$ cat config.mk
export PLATFORM = sky130hd
export DESIGN_NAME = ep_handshake_ctrl
export DESIGN_NICKNAME = d
export VERILOG_FILES = /design/src/rtl/ep_hs_pkg.sv /design/src/rtl/ep_stall_fsm.sv /design/src/rtl/ep_resp_fsm.sv /design/src/rtl/ep_flag_bank.sv /design/src/rtl/ep_handshake_ctrl.sv
export SDC_FILE = /design/constraint.sdc
export NUM_CORES = 1
export LEC_CHECK = 0
export BUFFER_PORTS_ARGS = -buffer_cell sky130_fd_sc_hd__buf_2
export CAP_MARGIN = 5
export CORE_AREA = 2 2 39 41
export DETAILED_ROUTE_END_ITERATION = 8
export DIE_AREA = 0 0 41 43
export GPL_TIMING_DRIVEN = 0
export PLACE_DENSITY = 0.59
export REMOVE_ABC_BUFFERS = 1
export SYNTH_ARGS = -nofsm -noshare
export SYNTH_HDL_FRONTEND = slang
export SYNTH_SLANG_ARGS = --single-unit
$ cat constraint.sdc
create_clock -name clk -period 1.8 [get_ports clk]
set_input_delay 0 -clock clk [delete_from_list [all_inputs] [get_ports clk]]
set_output_delay 0 -clock clk [all_outputs]
set_load 0.1 [all_outputs]
$ cat src/rtl/ep_hs_pkg.sv
package ep_hs_pkg;

    localparam int HS_W         = 2;
    localparam int KIND_W       = 2;
    localparam int NFLAG        = 3;
    localparam int FLAG_SETUP   = 0;
    localparam int FLAG_OUT     = 1;
    localparam int FLAG_STALLED = 2;

    typedef enum logic [HS_W-1:0] {
        HS_NONE  = 2'b00,
        HS_ACK   = 2'b01,
        HS_NAK   = 2'b10,
        HS_STALL = 2'b11
    } hs_code_e;

    typedef enum logic [KIND_W-1:0] {
        KIND_SETUP = 2'b00,
        KIND_OUT   = 2'b01,
        KIND_IN    = 2'b10,
        KIND_RSVD  = 2'b11
    } pkt_kind_e;

endpackage

$ cat src/rtl/ep_stall_fsm.sv
module ep_stall_fsm (
    input  logic clk,
    input  logic rst_n,
    input  logic fw_set,
    input  logic fw_clr,
    input  logic hw_clr,
    output logic halted
);

    typedef enum logic {
        STALL_CLEAR = 1'b0,
        STALL_ARMED = 1'b1
    } stall_state_e;

    stall_state_e state_q, state_d;

    // Next state: any clear source beats a set in the same cycle
    always_comb begin
        state_d = state_q;
        unique case (state_q)
            STALL_CLEAR: begin
                if (fw_set && !fw_clr && !hw_clr) begin
                    state_d = STALL_ARMED;
                end
            end
            STALL_ARMED: begin
                if (fw_clr || hw_clr) begin
                    state_d = STALL_CLEAR;
                end
            end
            default: state_d = STALL_CLEAR;
        endcase
    end

    always_ff @(posedge clk or negedge rst_n) begin
        if (!rst_n) begin
            state_q <= STALL_CLEAR;
        end else begin
            state_q <= state_d;
        end
    end

    always_comb begin
        unique case (state_q)
            STALL_ARMED: halted = 1'b1;
            default:     halted = 1'b0;
        endcase
    end

    // clear strobe wins over set
    assert_clr_wins_R2: assert property (@(posedge clk) disable iff (!rst_n)
        fw_clr |=> !halted);

endmodule

$ cat src/rtl/ep_resp_fsm.sv
module ep_resp_fsm
    import ep_hs_pkg::*;
(
    input  logic              clk,
    input  logic              rst_n,
    input  logic              pkt_end,
    input  logic [KIND_W-1:0] pkt_kind,
    input  logic              is_ctrl,
    input  logic              retry_req,
    input  logic              halted,
    output logic [HS_W-1:0]   hs_code,
    output logic              pkt_drop,
    output logic              ev_ctrl_setup,
    output logic              ev_out_taken,
    output logic              ev_stall_sent
);

    typedef enum logic [2:0] {
        RESP_IDLE      = 3'd0,
        RESP_ACK_SETUP = 3'd1,
        RESP_ACK_DATA  = 3'd2,
        RESP_NAK       = 3'd3,
        RESP_STALL     = 3'd4
    } resp_state_e;

    resp_state_e state_q, state_d;
    pkt_kind_e   kind;

    assign kind = pkt_kind_e'(pkt_kind);

    // Decision order: control SETUP, reserved kind, retry, halt, accept
    always_comb begin
        state_d       = RESP_IDLE;
        ev_ctrl_setup = 1'b0;
        ev_out_taken  = 1'b0;
        ev_stall_sent = 1'b0;
        if (pkt_end) begin
            if (is_ctrl && kind == KIND_SETUP) begin
                state_d       = RESP_ACK_SETUP;
                ev_ctrl_setup = 1'b1;
            end else if (kind == KIND_RSVD) begin
                state_d = RESP_IDLE;
            end else if (retry_req) begin
                state_d = RESP_NAK;
            end else if (halted) begin
                state_d       = RESP_STALL;
                ev_stall_sent = 1'b1;
            end else begin
                state_d      = RESP_ACK_DATA;
                ev_out_taken = (kind == KIND_OUT);
            end
        end
    end

    always_ff @(posedge clk or negedge rst_n) begin
        if (!rst_n) begin
            state_q <= RESP_IDLE;
        end else begin
            state_q <= state_d;
        end
    end

    always_comb begin
        unique case (state_q)
            RESP_ACK_SETUP: begin hs_code = HS_ACK;   pkt_drop = 1'b0; end
            RESP_ACK_DATA:  begin hs_code = HS_ACK;   pkt_drop = 1'b0; end
            RESP_NAK:       begin hs_code = HS_NAK;   pkt_drop = 1'b1; end
            RESP_STALL:     begin hs_code = HS_STALL; pkt_drop = 1'b1; end
            default:        begin hs_code = HS_NONE;  pkt_drop = 1'b0; end
        endcase
    end

    // an answer appears only after a packet-end strobe
    assert_idle_none_R9: assert property (@(posedge clk) disable iff (!rst_n)
        !pkt_end |=> hs_code == HS_NONE);

endmodule

$ cat src/rtl/ep_flag_bank.sv
module ep_flag_bank #(
    parameter int NFLAG = 3
) (
    input  logic             clk,
    input  logic             rst_n,
    input  logic [NFLAG-1:0] hw_set,
    input  logic [NFLAG-1:0] hw_clr,
    input  logic [NFLAG-1:0] fw_clr,
    input  logic [NFLAG-1:0] mask,
    output logic [NFLAG-1:0] flags,
    output logic             irq
);

    logic [NFLAG-1:0] flag_d;
    logic [NFLAG-1:0] flag_q;

    // Per flag: a hardware set wins over any clear in the same cycle
    for (genvar i = 0; i < NFLAG; i++) begin : g_flag
        assign flag_d[i] = hw_set[i] ? 1'b1 :
                           ((hw_clr[i] || fw_clr[i]) ? 1'b0 : flag_q[i]);
    end

    always_ff @(posedge clk or negedge rst_n) begin
        if (!rst_n) begin
            flag_q <= '0;
        end else begin
            flag_q <= flag_d;
        end
    end

    assign flags = flag_q;
    assign irq   = |(flag_q & mask);

    // a hardware set is never lost to a firmware clear
    assert_set_wins_R10: assert property (@(posedge clk) disable iff (!rst_n)
        (hw_set & fw_clr) != '0 |=> (flags & $past(hw_set & fw_clr)) == $past(hw_set & fw_clr));

endmodule

$ cat src/rtl/ep_handshake_ctrl.sv
module ep_handshake_ctrl
    import ep_hs_pkg::*;
#(
    parameter int FLAGS = NFLAG
) (
    input  logic              clk,
    input  logic              rst_n,
    input  logic              ep_is_ctrl,
    input  logic              pkt_end,
    input  logic [KIND_W-1:0] pkt_kind,
    input  logic              retry_req,
    input  logic              fw_stall_set,
    input  logic              fw_stall_clr,
    input  logic [FLAGS-1:0]  fw_flag_clr,
    input  logic [FLAGS-1:0]  irq_mask,
    input  logic              fifocon_raw,
    input  logic              rwall_raw,
    output logic [HS_W-1:0]   hs_code,
    output logic              pkt_drop,
    output logic              stall_req,
    output logic              flag_rxstp,
    output logic              flag_rxout,
    output logic              flag_stalled,
    output logic              ep_irq,
    output logic              fifocon_rd,
    output logic              rwall_rd
);

    logic             ev_ctrl_setup;
    logic             ev_out_taken;
    logic             ev_stall_sent;
    logic [FLAGS-1:0] hw_set;
    logic [FLAGS-1:0] hw_clr;
    logic [FLAGS-1:0] flags;

    ep_stall_fsm u_stall (
        .clk    (clk),
        .rst_n  (rst_n),
        .fw_set (fw_stall_set),
        .fw_clr (fw_stall_clr),
        .hw_clr (ev_ctrl_setup),
        .halted (stall_req)
    );

    ep_resp_fsm u_resp (
        .clk           (clk),
        .rst_n         (rst_n),
        .pkt_end       (pkt_end),
        .pkt_kind      (pkt_kind),
        .is_ctrl       (ep_is_ctrl),
        .retry_req     (retry_req),
        .halted        (stall_req),
        .hs_code       (hs_code),
        .pkt_drop      (pkt_drop),
        .ev_ctrl_setup (ev_ctrl_setup),
        .ev_out_taken  (ev_out_taken),
        .ev_stall_sent (ev_stall_sent)
    );

    always_comb begin
        hw_set               = '0;
        hw_clr               = '0;
        hw_set[FLAG_SETUP]   = ev_ctrl_setup;
        hw_set[FLAG_OUT]     = ev_out_taken;
        hw_set[FLAG_STALLED] = ev_stall_sent;
        hw_clr[FLAG_STALLED] = ev_ctrl_setup;
    end

    ep_flag_bank #(.NFLAG(FLAGS)) u_flags (
        .clk    (clk),
        .rst_n  (rst_n),
        .hw_set (hw_set),
        .hw_clr (hw_clr),
        .fw_clr (fw_flag_clr),
        .mask   (irq_mask),
        .flags  (flags),
        .irq    (ep_irq)
    );

    assign flag_rxstp   = flags[FLAG_SETUP];
    assign flag_rxout   = flags[FLAG_OUT];
    assign flag_stalled = flags[FLAG_STALLED];

    // Buffer-ownership bits have no meaning on a control endpoint
    assign fifocon_rd = fifocon_raw & ~ep_is_ctrl;
    assign rwall_rd   = rwall_raw & ~ep_is_ctrl;

    // control SETUP is accepted and cancels the halt
    assert_setup_ack_R5: assert property (@(posedge clk) disable iff (!rst_n)
        pkt_end && ep_is_ctrl && pkt_kind == KIND_SETUP |=>
        hs_code == HS_ACK && !stall_req && !flag_stalled && flag_rxstp);

    // retry beats halt
    assert_retry_nak_R6: assert property (@(posedge clk) disable iff (!rst_n)
        pkt_end && retry_req && pkt_kind != KIND_RSVD &&
        !(ep_is_ctrl && pkt_kind == KIND_SETUP) |=> hs_code == HS_NAK && pkt_drop);

    // each STALL sent sets the stalled flag
    assert_stall_flag_R4: assert property (@(posedge clk) disable iff (!rst_n)
        pkt_end && stall_req && !retry_req && pkt_kind != KIND_RSVD &&
        !(ep_is_ctrl && pkt_kind == KIND_SETUP) |=> hs_code == HS_STALL && flag_stalled);

    // a stalled OUT leaves the OUT flag alone
    assert_no_rxout_R3: assert property (@(posedge clk) disable iff (!rst_n)
        pkt_end && pkt_kind == KIND_OUT && stall_req && !retry_req && !fw_flag_clr[FLAG_OUT]
        |=> flag_rxout == $past(flag_rxout));

    // a non-control SETUP keeps the halt
    assert_keep_halt_R7: assert property (@(posedge clk) disable iff (!rst_n)
        pkt_end && !ep_is_ctrl && pkt_kind == KIND_SETUP && stall_req && !fw_stall_clr
        |=> stall_req);

endmodule

==> results of run 1 <==
stage by stage:
stage / TNS [ns] / area (um2) / utilization
after floorplan: -2.26 / 382 / -
final: 0 / 588 / 0.425
after global placement: 0 / 532 / 0.384
after CTS: 0 / 588 / 0.425
after detailed placement: 0 / 532 / 0.384
after global routing: 0 / 588 / 0.425
Yosys cell counts:
| library cell | instances |
|---|---|
| and4bb_1 | 1 |
| nor2b_1 | 3 |
| xnor2_1 | 1 |
| nand2b_1 | 1 |
| nor3_1 | 1 |
| a21boi_0 | 1 |
| o32ai_1 | 1 |
| o21a_1 | 1 |
| a21o_1 | 1 |
| o21ai_0 | 3 |
| dfrtp_1 | 7 |
| nor3b_2 | 1 |
| nand2_1 | 1 |
| nor2_1 | 1 |
| a22o_1 | 1 |
| or3b_1 | 1 |
| nor4b_1 | 1 |
| a222oi_1 | 1 |
| inv_1 | 3 |
| nand3b_1 | 1 |
| nor3_2 | 1 |
| nor4b_2 | 1 |
| and2_4 | 1 |
worst max-delay path: stages, from the launching register on:
cell and delay [ns]:
dfrtp_1 0.39, or3b_1 0.40, o21ai_0 0.08, buf_2 0.45
cell usage in the layout (no fill, tap or decap):
master | Yosys | routed
inv_1 | 3 | 3
nor2b_1 | 3 | 3
buf_2 | 0 | 26
o21a_1 | 1 | 1
and2_4 | 1 | 1
nor3_1 | 1 | 1
nor4b_2 | 1 | 1
or3b_1 | 1 | 1
a22o_1 | 1 | 1
o21ai_0 | 3 | 3
clkbuf_4 | 0 | 3
dfrtp_1 | 7 | 7
nand2b_1 | 1 | 1
and4bb_1 | 1 | 1
xnor2_1 | 1 | 1
nor3_2 | 1 | 1
o32ai_1 | 1 | 1
nor2_1 | 1 | 1
nor4b_1 | 1 | 1
nor3b_2 | 1 | 1
nand3b_1 | 1 | 1
nand2_1 | 1 | 1
a21o_1 | 1 | 1
dlygate4sd3_1 | 0 | 3
clkbuf_1 | 0 | 1
a222oi_1 | 1 | 1
a21boi_0 | 1 | 1
sequential cells by signal (all words and copies together), names as in the netlist:
register	flops
u_flags.flags	3
u_resp.state_q	3
u_stall.state_q	1
layout make-up:
cell class                 instances  area share
multi-input combinational         25       0.332
sequential                         7       0.298
timing repair buffer              29       0.272
clock buffer                       4      0.0447
tap                               16      0.0340
inverter                           3      0.0191
power breakdown:
part / switching (mW) / internal (mW) / leakage [nW]
Combinational: 0.145 / 0.0460 / 0.211
Clock: 0.0566 / 0.0845 / 0.0150
Sequential: 0.00748 / 0.167 / 0.0929
final timing paths:
kind,startpoint,to,slack (ns),depth (start not counted)
hold reg to reg,u_flags.flags[0],u_flags.flags[0],0.50,1
min in group asynchronous,rst_n,u_flags.flags[2],0.11,2
setup reg to reg,u_stall.state_q,u_stall.state_q,0.52,3
setup / recovery,u_resp.state_q[1],pkt_drop,0.23,3
max in group asynchronous,rst_n,u_resp.state_q[1],1.54,2
hold / removal,fw_flag_clr[2],u_flags.flags[2],0.02,3
kinds of logic after synthesis:
| family | Yosys count | share of synthesized area |
|---|---|---|
| xor gates and xnor gates | 1 | 0.0230 |
| and+or+nand+nor | 15 | 0.318 |
| buffers and inverters | 3 | 0.0295 |
| DFF | 7 | 0.459 |
| AOI/OAI and AO/OA | 9 | 0.171 |
metal layers:
layer / part of all wire / vias to the layer above
met5: 0 / -
met4: 0.031 / 0
met3: 0.11 / 3
met2: 0.42 / 27
met1: 0.44 / 174
li1: - / 196
==> results.yml, run 1 <==
outcome:
  outcome: "finished, final reports clean"
power:
  power_uw: 506
  irDropWorstVdd_mv: 0.261
  power.leakage_nw: 0.319
  powerDensity_nw_per_um2: 861
clock_tree:
  holdBufCountCts: 3
  max-clock-path-buffers: 2
  cts-resized-gates: 0
  h-tree-depth: 1
  cts_tree: "done"
  cts_setup_buffers: 0
  clock_sinks: 7
  clk_latency_ns: 0.25
  root_buffer: "clkbuf_4"
  path_clk_slew_ns: 0.05
  numCtsBuffers: 3
timing:
  hold_violations: 0
  clock_skew_ns: 0.000737
  final-setup-viol-count: 0
  whs_ns: 0.0195
  timing.fmax_mhz: 637
  fin_ws_ns: 0.229
  post-route-period-util: 0.873
  fin_crit_ns: 1.57
  slew_viol_final: 0
  rsz0062_at_grt: "false"
  max_slew_margin: 0.677
  tightest_slew_ns: 0.488
layout:
  drive_gt1_frac: 0.485
  num_antenna_cells: 0
  syn2layout_area_growth_pct: 54.1
  fin_nets: 86
  multi_input_area_um2: 195
  final_cells: 84
  fillCellCount: 144
  seq_area_um2: 175
global_routing:
  grt.busiest_layer: "met2"
  overflow: 0
  antenna_found_initial: 0
  grt_max_degree: 8
  grt_util_all_layers: 0.113
  grt_use_met1: 0.122
  first_global_vias: 329
  grt_pass1_wl_mm: 1.27
  grt_use_met3: 0.0366
  grt_use_met2: 0.156
placed_design:
  pre_cts_slack_ns: 0.494
  dp_cells: 77
  finalWeightedCongestion: 0.690
  numPortBuffers: 26
  hpwl_um: 658
drt:
  drt_wl_total_um: 872
  num_vias: 400
  drt_first_pass_iters: 4
  drc: 0
  antenna_left: 0
  via_per_inst: 4.76
  drt_iter0_drc: 5
  drt-wirelength-per-cell_um: 10.4
logic_synthesis:
  syn-cell-area_um2: 382
  synth_top_area_share: 0.459
  synth.distinct_cells: 23
  synth.area.top_cells: "dfrtp_1, nor2b_1, o21ai_0, nor4b_2, and4bb_1"
  ys_seq_area_frac: 0.459
  synthCells: 35
  post-synth-top-area-cell: "dfrtp_1"
  yosysWarnings: 0
  synth.avg_cell_area_um2: 10.9
  ys_ff_latch: 7
run:
  drv_cap: 0
floorplanning:
  design.core.area_um2: 1380
  io_pins: 27
  die_height_um: 43
  start_util: 0.276
  fp-row-count: 14
  die_w_um: 41
  dieArea_um2: 1760
worst_setup_path:
  crit_arrival_ns: 1.57
  startpoint_type: "flop"
  worstPathMaxFanout: 3
  cp.required_ns: 1.80
  crit_type: "reg -> out"
  critPathCaptureType: "primary output"
worst_hold_path:
  worstHoldPathType: "in -> reg"
No activity file was read; power rests on OpenSTA's default activity.
==> run 2, diff against run 1 <==
--- a/config.mk
+++ b/config.mk
@@ -11,7 +11,7 @@
 export DETAILED_ROUTE_END_ITERATION = 8
 export DIE_AREA = 0 0 41 43
 export GPL_TIMING_DRIVEN = 0
-export PLACE_DENSITY = 0.59
+export PLACE_DENSITY = 0.63
 export REMOVE_ABC_BUFFERS = 1
 export SYNTH_ARGS = -nofsm -noshare
 export SYNTH_HDL_FRONTEND = slang
==> results.yml, run 2 (same netlist as run 1, synthesis figures left out) <==
worst_setup_path:
  crit_type: "reg -> out"
  cp.required_ns: 1.80
  worstPathMaxFanout: 3
  startpoint_type: "flop"
  timing.critical_path.slowest_stage_cell: "buf_2"
  crit_family: "buffers and inverters"
  slowest_delay_ns: 0.44
  crit_arrival_ns: 1.57
  critPathCaptureType: "primary output"
  cp_num_buf_inv: 1
  cp_cell_sequence: "or3b_1 > o21ai_0 > buf_2"
layout:
  fillCellCount: 150
  final_cells: 83
  final_area_um2: 579
  num_antenna_cells: 0
  mostFrequentLayoutCells: "buf_2, dfrtp_1"
  syn2layout_area_growth_pct: 51.8
  drive_gt1_frac: 0.507
  fin_nets: 85
  fin_util: 0.419
  final_common_cell: "buf_2"
power:
  power.leakage_nw: 0.317
  irDropWorstVdd_mv: 0.283
  powerDensity_nw_per_um2: 867
  power_uw: 502
floorplanning:
  start_util: 0.276
  dieArea_um2: 1760
  die_height_um: 43
  fp-row-count: 14
  die_w_um: 41
  design.core.area_um2: 1380
  io_pins: 27
timing:
  final-setup-viol-count: 0
  rsz0062_at_grt: "false"
  max_slew_margin: 0.678
  hold_violations: 0
  slew_viol_final: 0
  tightest_slew_ns: 0.487
  clock_skew_ns: 0.00551
  fin_ws_ns: 0.229
  tns_ns: 0
  post-route-period-util: 0.873
  fin_crit_ns: 1.57
  timing.fmax_mhz: 637
  whs_ns: 0.00688
global_routing:
  antenna_found_initial: 0
  grt.busiest_layer: "met2"
  grt_use_met2: 0.169
  first_global_vias: 350
  overflow: 0
  grt_pass1_wl_mm: 1.24
  grt_max_degree: 8
  grt_use_met3: 0.0314
  grt_util_all_layers: 0.107
  grt_use_met1: 0.112
clock_tree:
  path_clk_slew_ns: 0.06
  h-tree-depth: 1
  clk_latency_ns: 0.25
  max-clock-path-buffers: 2
  numCtsBuffers: 3
  root_buffer: "clkbuf_4"
  cts_setup_buffers: 0
  cts_tree: "done"
  clock_sinks: 7
drt:
  drt_iter0_drc: 1
  via_per_inst: 4.65
  drt-wirelength-per-cell_um: 9.70
  antenna_left: 0
  drt_first_pass_iters: 4
  num_vias: 386
  drt_wl_total_um: 805
  drc: 0
placed_design:
  finalWeightedCongestion: 0.752
  placed_cell_area_um2: 532
  numPortBuffers: 26
  hpwl_um: 677
  pre_cts_slack_ns: 0.495
  dp_cells: 77
outcome:
  outcome: "finished, final reports clean"
run:
  drv_cap: 0
worst_hold_path:
  worstHoldPathType: "in -> reg"
run 2: cell count changes in the layout (fill, tap and decap cells not counted):
cell and delta:
dlygate4sd3_1 -1, clkinv_2 +1, clkbuf_1 -1
run 2: area by class of cell:
class	count	area, um2	area share
Clock buffer	3	22.5	0.0389
Clock inverter	1	5.00	0.00864
Inverter	3	11.3	0.0194
Multi-Input combinational cell	25	195	0.337
Sequential cell	7	175	0.302
Tap cell	16	20.0	0.0346
Timing Repair Buffer	28	150	0.259
run 2: per-layer routing:
layer  vias to the layer above  wire (um)
met5                         -          0
met4                         0         14
met3                         2         86
met2                        24        361
met1                       169        343
li1                        191          -
run 2: path summary, 6_finish.rpt:
kind | startpoint | cells after the start | end | slack (ns)
min reg2reg | u_flags.flags[0] | 1 | u_flags.flags[0] | 0.52
max reg2reg | u_stall.state_q | 2 | u_flags.flags[1] | 0.84
min | fw_stall_set | 3 | u_stall.state_q | 0.007
max in group asynchronous | rst_n | 2 | u_flags.flags[1] | 1.55
max | u_resp.state_q[1] | 3 | hs_code[1] | 0.23
min in group asynchronous | rst_n | 2 | u_resp.state_q[2] | 0.10
run 2: worst register-to-register path: stages, from the launching register on:
cell,delay (ns)
dfrtp_1,0.42
nor4b_1,0.32
a22o_1,0.17
run 2: power by group:
part           switching [mW]  internal (mW)
Combinational           0.144         0.0440
Clock                  0.0589         0.0811
Sequential            0.00785          0.167
run 2: what timing repair did:
item / 4_1_cts / 5_1_grt
gates resized for setup: 0 / 0
hold buffers: 2 / 0
endpoints found under the hold margin: 8 / 0
==> run 3, diff against run 2 <==
--- a/config.mk
+++ b/config.mk
@@ -7,11 +7,13 @@
 export LEC_CHECK = 0
 export BUFFER_PORTS_ARGS = -buffer_cell sky130_fd_sc_hd__buf_2
 export CAP_MARGIN = 5
-export CORE_AREA = 2 2 39 41
+export CELL_PAD_IN_SITES_DETAIL_PLACEMENT = 1
+export CELL_PAD_IN_SITES_GLOBAL_PLACEMENT = 1
+export CORE_AREA = 2 2 40 42
 export DETAILED_ROUTE_END_ITERATION = 8
-export DIE_AREA = 0 0 41 43
+export DIE_AREA = 0 0 42 44
 export GPL_TIMING_DRIVEN = 0
-export PLACE_DENSITY = 0.63
+export PLACE_DENSITY = 0.78
 export REMOVE_ABC_BUFFERS = 1
 export SYNTH_ARGS = -nofsm -noshare
 export SYNTH_HDL_FRONTEND = slang
==> results.yml, run 3 (same netlist as run 1, synthesis figures left out) <==
global_routing:
  grt_max_degree: 8
  first_global_vias: 402
  grt_pass1_wl_mm: 1.64
  antenna_found_initial: 0
  grt_util_all_layers: 0.118
  overflow: 0
floorplanning:
  die_height_um: 44
  start_util: 0.269
  die_w_um: 42
  io_pins: 27
  fp-row-count: 14
  dieArea_um2: 1850
  design.core.area_um2: 1420
run:
  drv_cap: 0
timing:
  whs_ns: 0.0185
  fin_crit_ns: 1.57
  rsz0062_at_grt: "false"
  slew_viol_final: 0
  tightest_slew_ns: 0.487
  clock_skew_ns: 0.00326
  timing.fmax_mhz: 635
  max_slew_margin: 0.677
  final-setup-viol-count: 0
  fin_ws_ns: 0.226
  hold_violations: 0
  tns_ns: 0
  post-route-period-util: 0.875
layout:
  seq_area_um2: 175
  drive_gt1_frac: 0.485
  multi_input_area_um2: 195
  fillCellCount: 183
  final_common_cell: "buf_2"
  mostFrequentLayoutCells: "buf_2, dfrtp_1"
  fin_util: 0.414
  fin_nets: 86
  num_antenna_cells: 0
  syn2layout_area_growth_pct: 54.1
clock_tree:
  cts_setup_buffers: 0
  holdBufCountCts: 3
  cts_tree: "done"
  root_buffer: "clkbuf_4"
  max-clock-path-buffers: 2
  cts-resized-gates: 0
  path_clk_slew_ns: 0.05
  h-tree-depth: 1
  numCtsBuffers: 3
  clock_sinks: 7
  clk_latency_ns: 0.25
drt:
  drt_iter0_drc: 4
  drc: 0
  via_per_inst: 4.95
  drt_wl_total_um: 944
  drt-wirelength-per-cell_um: 11.2
  antenna_left: 0
  drt_first_pass_iters: 2
  num_vias: 416
worst_setup_path:
  cp_cell_sequence: "or3b_1 > o21ai_0 > buf_2"
  startpoint_type: "flop"
  crit_arrival_ns: 1.57
  timing.critical_path.slowest_stage_cell: "buf_2"
  cp.required_ns: 1.80
  crit_type: "reg -> out"
  critPathCaptureType: "primary output"
  worstPathMaxFanout: 3
  slowest_delay_ns: 0.44
power:
  power.leakage_nw: 0.319
  powerDensity_nw_per_um2: 860
  power_uw: 506
  irDropWorstVdd_mv: 0.267
worst_hold_path:
  worstHoldPathType: "in -> reg"
placed_design:
  numPortBuffers: 26
  pre_cts_slack_ns: 0.476
  finalWeightedCongestion: 0.716
  hpwl_um: 807
outcome:
  outcome: "finished, final reports clean"
==> run 3: stage by stage <==
step / std cells / cell area [um2]
final: 84 / 588
after global routing: 84 / 588
after CTS: 84 / 588
after detailed placement: 77 / 532
after global placement: 77 / 532
after floorplan: 35 / 382
==> run 3: final timing paths <==
path | from | to | slack, ns | depth (start not counted)
worst min-delay path | fw_flag_clr[2] | u_flags.flags[2] | 0.02 | 3
min in group asynchronous | rst_n | u_flags.flags[0] | 0.10 | 2
worst max register to register | u_stall.state_q | u_stall.state_q | 0.53 | 3
max in group asynchronous | rst_n | u_resp.state_q[0] | 1.54 | 2
worst max-delay path | u_resp.state_q[1] | hs_code[1] | 0.23 | 3
worst min register to register | u_flags.flags[0] | u_flags.flags[0] | 0.52 | 1
==> run 3: routing by layer <==
metal,wire [um],up-vias,GRT usage,part of all wire
met5,0,-,0,0
met4,18,0,0.0774,0.019
met3,87,2,0.0208,0.092
met2,470,22,0.206,0.50
met1,368,197,0.131,0.39
li1,-,195,-,-
==> run 3: area by class of cell <==
| cell class | instances | area share |
|---|---|---|
| Clock buffer | 4 | 0.0447 |
| Inverter | 3 | 0.0191 |
| Multi-Input combinational cell | 25 | 0.332 |
| Sequential cell | 7 | 0.298 |
| Tap cell | 16 | 0.0340 |
| Timing Repair Buffer | 29 | 0.272 |
==> run 3: report_power, final <==
group	switching (mW)	leakage (nW)	total [mW]	internal [mW]
clock network	0.0551	0.0150	0.140	0.0844
registers	0.00821	0.0929	0.175	0.167
logic	0.145	0.211	0.191	0.0460
total	0.209	0.319	0.506	0.297
==> run 3: worst max-delay path, delay by kind of cell (launching register included) <==
family / cells / cell delay, ns
buffers and inverters: 1 / 0.44
AND/OR/NAND/NOR: 1 / 0.41
flip-flops: 1 / 0.39
AO/OA/AOI/OAI: 1 / 0.08
